$ cat src/rtl/far_pkg.sv
package far_pkg;
  typedef struct packed {
    logic match;
    logic ea;
  } far_verdict_t;
endpackage

$ cat src/rtl/far_regs.sv
module far_regs #(
  parameter int unsigned W      = 8,
  parameter int unsigned N_PROG = 2,
  parameter int unsigned SEL_W  = 2
) (
  input  logic                         clk_i,
  input  logic                         rst_ni,
  input  logic                         we_i,
  input  logic [SEL_W-1:0]             sel_i,
  input  logic [W-1:0]                 wdata_i,
  output logic [W-1:0]                 mask_o,
  output logic [N_PROG-1:0][W-1:0]     addr_o
);
  logic [W-1:0]             mask_q;
  logic [N_PROG-1:0][W-1:0] addr_q;

  always_ff @(posedge clk_i or negedge rst_ni) begin
    if (!rst_ni)                               mask_q <= '0;
    else if (we_i && sel_i == SEL_W'(0))       mask_q <= wdata_i;
  end

  for (genvar k = 0; k < N_PROG; k++) begin : g_addr
    always_ff @(posedge clk_i or negedge rst_ni) begin
      if (!rst_ni)                             addr_q[k] <= '0;
      else if (we_i && sel_i == SEL_W'(k + 1)) addr_q[k] <= wdata_i;
    end
  end

  assign mask_o = mask_q;
  assign addr_o = addr_q;

  // unused select codes leave every register untouched
  p_bad_sel_r2: assert property (@(posedge clk_i) disable iff (!rst_ni)
    (we_i && int'(sel_i) > N_PROG) |=> ($stable(mask_q) && $stable(addr_q)));
endmodule

$ cat src/rtl/far_cmp.sv
module far_cmp #(
  parameter int unsigned W = 8
) (
  input  logic [W-1:0] octet_i,
  input  logic [W-1:0] ref_i,
  input  logic [W-1:0] mask_i,
  output logic         hit_o
);
  logic [W-1:0] diff;
  assign diff  = (octet_i ^ ref_i) & ~mask_i;
  assign hit_o = (diff == '0);
endmodule

$ cat src/rtl/far_hold.sv
module far_hold
  import far_pkg::*;
(
  input  logic         clk_i,
  input  logic         rst_ni,
  input  logic         start_i,
  input  logic         first_i,
  input  far_verdict_t verdict_i,
  output logic         valid_o,
  output far_verdict_t verdict_o
);
  logic         valid_q;
  far_verdict_t verdict_q;
  logic         take;

  // a new strobe wins over frame start; a held verdict blocks repeats
  assign take = first_i && (!valid_q || start_i);

  always_ff @(posedge clk_i or negedge rst_ni) begin
    if (!rst_ni) begin
      valid_q   <= 1'b0;
      verdict_q <= '0;
    end else if (take) begin
      valid_q   <= 1'b1;
      verdict_q <= verdict_i;
    end else if (start_i) begin
      valid_q   <= 1'b0;
      verdict_q <= '0;
    end
  end

  assign valid_o   = valid_q;
  assign verdict_o = verdict_q;

  p_latency_r7: assert property (@(posedge clk_i) disable iff (!rst_ni)
    (first_i && (!valid_o || start_i)) |=> valid_o);
  p_clear_r7: assert property (@(posedge clk_i) disable iff (!rst_ni)
    (start_i && !first_i) |=> (!valid_o && verdict_o == '0));
  p_hold_r8: assert property (@(posedge clk_i) disable iff (!rst_ni)
    (valid_o && !start_i) |=> (valid_o && $stable(verdict_o)));
  p_new_frame_r10: assert property (@(posedge clk_i) disable iff (!rst_ni)
    (start_i && first_i) |=> (valid_o && verdict_o == $past(verdict_i)));
endmodule

$ cat src/rtl/frame_addr_match.sv
module frame_addr_match
  import far_pkg::*;
#(
  parameter int unsigned       W          = 8,
  parameter int unsigned       N_PROG     = 2,
  parameter logic [W-1:0]      GROUP_ADDR = 8'hFC,
  localparam int unsigned      SEL_W      = $clog2(N_PROG + 2)
) (
  input  logic             clk_i,
  input  logic             rst_ni,
  input  logic             reg_we_i,
  input  logic [SEL_W-1:0] reg_sel_i,
  input  logic [W-1:0]     reg_wdata_i,
  input  logic             frame_start_i,
  input  logic             first_i,
  input  logic [W-1:0]     octet_i,
  output logic             result_valid_o,
  output logic             match_o,
  output logic             reject_o,
  output logic             ea_o
);
  localparam int unsigned N_CMP = N_PROG + 1;

  logic [W-1:0]             mask;
  logic [N_PROG-1:0][W-1:0] addr;
  logic [N_CMP-1:0]         hits;
  far_verdict_t             verdict_d, verdict_q;
  logic                     valid;

  far_regs #(.W(W), .N_PROG(N_PROG), .SEL_W(SEL_W)) u_regs (
    .clk_i   (clk_i),
    .rst_ni  (rst_ni),
    .we_i    (reg_we_i),
    .sel_i   (reg_sel_i),
    .wdata_i (reg_wdata_i),
    .mask_o  (mask),
    .addr_o  (addr)
  );

  for (genvar k = 0; k < N_CMP; k++) begin : g_cmp
    if (k < N_PROG) begin : g_prog
      far_cmp #(.W(W)) u_cmp (
        .octet_i (octet_i),
        .ref_i   (addr[k]),
        .mask_i  (mask),
        .hit_o   (hits[k])
      );
    end else begin : g_group
      far_cmp #(.W(W)) u_cmp (
        .octet_i (octet_i),
        .ref_i   (GROUP_ADDR),
        .mask_i  ({W{1'b0}}),
        .hit_o   (hits[k])
      );
    end
  end

  assign verdict_d.match = |hits;
  assign verdict_d.ea    = octet_i[0];

  far_hold u_hold (
    .clk_i     (clk_i),
    .rst_ni    (rst_ni),
    .start_i   (frame_start_i),
    .first_i   (first_i),
    .verdict_i (verdict_d),
    .valid_o   (valid),
    .verdict_o (verdict_q)
  );

  assign result_valid_o = valid;
  assign match_o        = verdict_q.match;
  assign ea_o           = verdict_q.ea;
  assign reject_o       = valid && !verdict_q.match;

  p_excl_r6: assert property (@(posedge clk_i) disable iff (!rst_ni)
    !(match_o && reject_o));
  p_group_r5: assert property (@(posedge clk_i) disable iff (!rst_ni)
    (first_i && (!result_valid_o || frame_start_i) && octet_i == GROUP_ADDR)
    |=> match_o);
  p_ea_r9: assert property (@(posedge clk_i) disable iff (!rst_ni)
    (first_i && (!result_valid_o || frame_start_i)) |=> (ea_o == $past(octet_i[0])));
  p_idle_r1: assert property (@(posedge clk_i) disable iff (!rst_ni)
    !result_valid_o |-> (!match_o && !reject_o && !ea_o));
endmodule

$ cat config.mk
export PLATFORM = sky130hd
export DESIGN_NAME = frame_addr_match
export DESIGN_NICKNAME = d
export VERILOG_FILES = /design/src/rtl/far_pkg.sv /design/src/rtl/far_regs.sv /design/src/rtl/far_cmp.sv /design/src/rtl/far_hold.sv /design/src/rtl/frame_addr_match.sv
export SDC_FILE = /design/constraint.sdc
export NUM_CORES = 1
export LEC_CHECK = 0
export ABC_AREA = 1
export BUFFER_PORTS_ARGS = -buffer_cell sky130_fd_sc_hd__buf_2
export CAP_MARGIN = 20
export CELL_PAD_IN_SITES_DETAIL_PLACEMENT = 2
export CELL_PAD_IN_SITES_GLOBAL_PLACEMENT = 2
export CORE_ASPECT_RATIO = 0.8
export CORE_MARGIN = 1
export CORE_UTILIZATION = 33
export CTS_CLUSTER_DIAMETER = 30
export CTS_CLUSTER_SIZE = 40
export DETAILED_ROUTE_END_ITERATION = 10
export PLACE_DENSITY_LB_ADDON = 0.1
export SYNTH_ARGS = -nofsm -noshare
export SYNTH_HDL_FRONTEND = slang
export SYNTH_SLANG_ARGS = --single-unit
$ cat constraint.sdc
create_clock -name clk_i -period 1.9 [get_ports clk_i]
set_clock_uncertainty 0.15 [all_clocks]
set_input_delay 0.38 -clock clk_i [delete_from_list [all_inputs] [get_ports clk_i]]
set_output_delay 0.38 -clock clk_i [all_outputs]
set_load 0.02 [all_outputs]
==> results of run 1 <==
layer usage:
metal | global-route usage | share of wire | vias to the layer above | routed length [um]
li1 | - | - | 665 | -
met1 | 0.232 | 0.46 | 624 | 1850
met2 | 0.350 | 0.52 | 17 | 2090
met3 | 0.0368 | 0.020 | 4 | 80
met4 | 0.0354 | 0.0081 | 0 | 33
met5 | 0 | 0 | - | 0
cell type report:
type | instances | area share
clock buffers | 3 | 0.0240
clock inverters | 1 | 0.00291
inverters | 41 | 0.0896
multi-input cells | 131 | 0.367
flip-flops and latches | 27 | 0.393
well taps | 57 | 0.0415
repair buffers | 27 | 0.0816
logic make-up after synthesis:
family                 count (synthesis)  synth area share
AO/OA/AOI/OAI                         25             0.119
buffers and inverters                 44             0.126
AND/OR/NAND/NOR                      106             0.303
flip-flops                            27             0.452
worst reg2reg max path, delay by kind of cell (launching register included):
family           cells  cell delay (ns)
flip-flops           1             0.42
AND/OR/NAND/NOR      9             0.65
final timing paths:
kind	to	slack (ns)
max reg2reg	u_hold.verdict_o[1]$_DFFE_PN0P_	0.62
min reg2reg	u_regs.mask_o[1]$_DFFE_PN0P_	0.35
min	u_hold.valid_o$_DFFE_PN0P_	0.22
max in group asynchronous	u_regs.addr_o[2]$_DFFE_PN0P_	0.68
max	reject_o	0.43
min in group asynchronous	u_regs.mask_o[7]$_DFFE_PN0P_	0.51
cells in the mapped netlist (2+ instances only):
cell and n:
buf_6 3, inv_1 40, o21ai_2 14, nor2_1 9, dfrtp_1 27, o21ai_1 3, nand3_1 15, nand2_1 72
nand2_2 3, nor2_2 2, o21ai_0 8
sequential cells by signal, indices dropped and copies added, names as in the netlist:
register / count
u_hold.verdict_o: 2
u_regs.addr_o: 16
u_hold.valid_o: 1
u_regs.mask_o: 8
power groups by stage:
stage,Combinational [mW],Sequential (mW),Clock (mW)
6_report,0.361,0.728,0.329
5_1_grt,0.420,0.740,0.370
3_5_place_dp,0.367,0.740,0
2_1_floorplan,0.244,0.725,0
4_1_cts,0.374,0.729,0.345
3_3_place_gp,0.337,0.728,0
per-stage QoR:
step / instance area [um^2] / std cells
after detailed placement: 1660 / 282
after global routing: 1720 / 287
final: 1720 / 287
after floorplan: 1490 / 202
after global placement: 1660 / 282
after CTS: 1720 / 287
==> metrics.txt, run 1 <==
status finished clean; asr flop ratio synth 1.00; Hold Path Class in2reg; most frequent cells in the layout 72 x nand2_1, 40 x inv_1, 27 x dfrtp_1; Pleak between 0.9 and 1 nW; fin util 0.404; hold violation count in the final report 0; Hold Slack 0.217 ns; IO Pins 27; worst slew pin tran between 0.6 and 0.7 ns; GRT Total Usage 0.191; Die Y between 60 and 70 um; antenna violations before repair 0; Max-Cap Viols 0; die width 77.2 um; Area contributors post-synth dfrtp_1 45%, nand2_1 18%, inv_1 10%; Primary FF master, synth dfrtp_1; Seq pwr share 0.513; Max-slew headroom 0.570; P_sw around 0.47 mW; FF+latch area roughly 680 um^2; CTS resizes 0; Setup-failing EPs final 0; CP delay by family, top flip-flops; Final TNS setup 0 ns; Max IR drop VDD about 350 uV; WP data required about 1.4 ns; fillers ~540; crit path DAT 0.94 ns; RR Startpoint u_regs.addr_o[4]$_DFFE_PN0P_; Initial DRC Count 60; switching power share of the total 0.333; min-delay src first_i; crit path launch u_hold.verdict_o[1]$_DFFE_PN0P_; Reg2Reg Depth 9; DR vias/cell around 4.6; sequential fraction of the synthesis area 0.452; number of global-route vias before repair approximately 1.5k; first-pass GRT wire length 7090 um; critical-path maximum fanout 3; Post-Syn Nets about 230; Cell Area, Synth around 1500 um^2; clk_lat worst skew 0.27 ns; Syn. warnings 0; clock sinks 27; fraction of layout cells with a size suffix above 1 0.222; initial core utilization 0.351; CTS max path bufs 2; max-slew violations 0; Clock Pin Slew Worst Setup and Hold Paths approximately 0.09 ns; drt first pass iters 4; CTS root buf clkbuf_8; Antenna Cells 0; Syn-to-layout area delta 15.0%; Int Pwr between 0.9 and 1 mW; slowest cell delay on critical path around 0.40 ns; Cell Pwr Density ~830 nW/um^2; GP Congestion approximately 0.75; Final ANT Viol Nets 0; row cnt 21; Post-Synthesis Cells between 200 and 250; post-CTS repair timing setup buffer count 0; Post-synth EDFFs 0; largest net degree at the start of global routing 28; setup slack after layout about 0.43 ns; hold depth 3; WP depth 2; f_max ~680 MHz; Crit Path Category reg2out; Placeable Area approximately 4300 um^2; hold_buf cts 1; Wirelength per Cell ~14 um; area leader, netlist dfrtp_1; slowest library cell on the worst path dfrtp_1; synthesized area per cell roughly 7.4 um^2; dpl ws roughly 0.44 ns; Post-Route WL 4060 um; RSZ-0062 raised after global routing no; global route total overflow 0; clock share of power 0.232; CP Cell Sequence nor2_1 -> buf_2; crit path launch type flip-flop; Nets between 200 and 300; DIE AREA 4800 um^2; period utilization 0.776; minimum clock period 1.47 ns; worst path buffer plus inverter count 1; Pwr Total roughly 1.4 mW; leading cell type in the layout, fill and taps excluded nand2_1; Vias approximately 1.3k; flops & latches, synth 27; combinational power share 0.255; CTS tree done; Yosys cell types 17; CP Capture Type primary output; H-tree level count 1; DP HPWL 3270 um; CTS Buf Count 3; post-synth top area share 0.452; drt drc 0; area of the multi-input gates 631 um^2; # port buffers 26
(Power assumes the default switching activity.)
==> inputs of run 2 (changes only) <==
- CORE_UTILIZATION: 33 -> 28
- clock period: 1.9 -> 1.3 ns (I/O delays scaled with it)
==> metrics.txt, run 2 (synthesis results as in run 1) <==
leading cell type in the layout, fill and taps excluded nand2_1 (unchanged); Cell Pwr Density 1180 nW/um^2 (was 825 nW/um^2); Hold Slack 0.0759 ns (was 0.217 ns); CTS tree done (unchanged); # port buffers 26 (unchanged); GRT Total Usage 0.168 (was 0.191); Max-slew headroom 0.690 (was 0.570); Syn-to-layout area delta 22.1% (was 15.0%); Final ANT Viol Nets 0 (unchanged); Placeable Area 5060 um^2 (was 4260 um^2); status finished with violations (was finished clean); Hold Path Class in2reg (unchanged); max reg flops 16 (unchanged); hold path endpoint u_hold.valid_o$_DFFE_PN0P_ (unchanged); IO Pins 27 (unchanged); row cnt 23 (was 21); Antenna Cells 0 (unchanged); Vias 1367 (was 1310); max-slew violations 0 (unchanged); drt drc 0 (unchanged); Design Area, Final 1820 um^2 (was 1720 um^2); Crit Path Category reg2out (unchanged); hold depth 3 (unchanged); H-tree level count 1 (unchanged); non-filler cells, final 299 (was 287); Max IR drop VDD 555 uV (was 351 uV); f_max ~740 MHz; worst slew pin tran 0.464 ns (was 0.644 ns); GP Congestion 0.732 (was 0.751); hold violation count in the final report 0 (unchanged); Clock Pin Slew Worst Setup and Hold Paths 0.10 ns (was 0.09 ns); fillers 618 (was 535); most frequent cells in the layout 71 x nand2_1, 39 x inv_1, 27 x dfrtp_1 (was 72 x nand2_1, 40 x inv_1, 27 x dfrtp_1); Nets 261 (was 254); placed insts 290 (was 282); first-pass GRT wire length 7270 um (was 7090 um); DR vias/cell 4.57 (was 4.56); clock sinks 27 (unchanged); period utilization 1.04; die width 83.7 um (was 77.2 um); critical-path maximum fanout 3 (unchanged); CTS root buf clkbuf_8 (unchanged); fin util 0.360 (was 0.404); Die Y 67.3 um (was 62.2 um); fraction of layout cells with a size suffix above 1 0.266 (was 0.222); setup slack after layout -0.0514 ns (was 0.426 ns); CTS max path bufs 2 (unchanged); Max-Cap Viols 0 (unchanged); crit path launch type flip-flop (unchanged); initial core utilization 0.295 (was 0.351); Pleak 1.02 nW (was 0.962 nW); crit path DAT 0.94 ns (about the same); clk_lat worst skew 0.28 ns (was 0.27 ns); failing checks setup timing; Reg2Reg Setup Slack 0.02 ns (was 0.62 ns); RR Startpoint u_regs.addr_o[4]$_DFFE_PN0P_ (unchanged); DIE AREA 5630 um^2 (was 4800 um^2); CP Capture Type primary output (unchanged); Post-Route WL 4320 um (was 4060 um); global route total overflow 0 (unchanged); DP HPWL 3470 um (was 3270 um); drt first pass iters 4 (unchanged); antenna violations before repair 0 (unchanged); Wirelength per Cell 14.4 um (was 14.1 um); Reg2Reg Capture Point u_hold.verdict_o[1]$_DFFE_PN0P_ (unchanged); largest net degree at the start of global routing 18 (was 28); number of global-route vias before repair 1511 (was 1456); CTS Buf Count 3 (unchanged); minimum clock period ~1.4 ns; Setup-failing EPs final 1 (was 0); min-delay src first_i (unchanged); WP data required 0.89 ns (was 1.37 ns); Initial DRC Count 40 (was 60); Placed Area 1720 um^2 (was 1660 um^2); Reg2Reg Depth 9 (unchanged); RSZ-0062 raised after global routing yes (was no)
## run 2: changes by cell type in the layout (fill, tap and decap cells not counted)
cell / delta
inv_2: +1
inv_1: -1
nor2_1: -1
buf_4: +6
nand2_2: +1
buf_12: +2
nor2_4: +1
nand3_2: +2
nand2_1: -1
nand3_1: -2
buf_2: -1
## run 2: layer usage
layer  vias up  wire, um  global-route usage
met4         0        25              0.0318
li1        687         -                   -
met2        19      2250               0.319
met1       659      1920               0.199
met5         -         0                   0
met3         2       130              0.0355
## run 2: report_power, final
part | internal [mW] | switching, mW | leakage, nW
Clock | 0.215 | 0.286 | 0.0255
Sequential | 0.966 | 0.100 | 0.338
Combinational | 0.243 | 0.343 | 0.653
## run 2: layout make-up
cell class                 instances  area, um^2  area share
sequential                        27         676       0.370
multi-input combinational        131         651       0.357
timing repair buffer              34         220       0.121
inverter                          41         154      0.0844
tap                               62        77.6      0.0425
clock buffer                       3        41.3      0.0226
clock inverter                     1        5.00     0.00274
## run 2: metrics by stage
| step | setup TNS (ns) | power (mW) | setup slack (ns) |
|---|---|---|---|
| 6_report | -0.0514 | 2.15 | -0.0514 |
| 5_1_grt | -0.170 | 2.31 | -0.0999 |
| 4_1_cts | -0.0565 | 2.15 | -0.0565 |
| 3_5_place_dp | -0.334 | 1.64 | -0.0616 |
| 3_3_place_gp | 0 | 1.58 | 0.0129 |
| 2_1_floorplan | 0 | 1.42 | 0.0466 |
## run 2: worst max path at each step
stage	end	slack [ns]	start
6_report	reject_o	-0.05	u_hold.verdict_o[1]$_DFFE_PN0P_
5_1_grt	reject_o	-0.1	u_hold.valid_o$_DFFE_PN0P_
4_1_cts	reject_o	-0.06	u_hold.valid_o$_DFFE_PN0P_
3_5_place_dp	u_regs.mask_o[3]$_DFFE_PN0P_	-0.06	reg_sel_i[1]
3_3_place_gp	u_regs.mask_o[5]$_DFFE_PN0P_	0.01	reg_sel_i[1]
2_1_floorplan	u_hold.verdict_o[0]$_DFFE_PN0P_	0.05	u_hold.valid_o$_DFFE_PN0P_
## run 2: worst max-delay path: stages (launching register included)
cell,delay [ns]
dfrtp_1,0.41
nor2_1,0.11
buf_4,0.15
## run 2: timing repair
item / 4_1_cts / 5_1_grt
endpoints found under the setup margin: 1 / 3
gates resized for setup: 1 / 6
hold buffers: 1 / 0
pin swaps: 1 / 10
hold endpoints to repair: 27 / 0
buffers inserted: 0 / 4
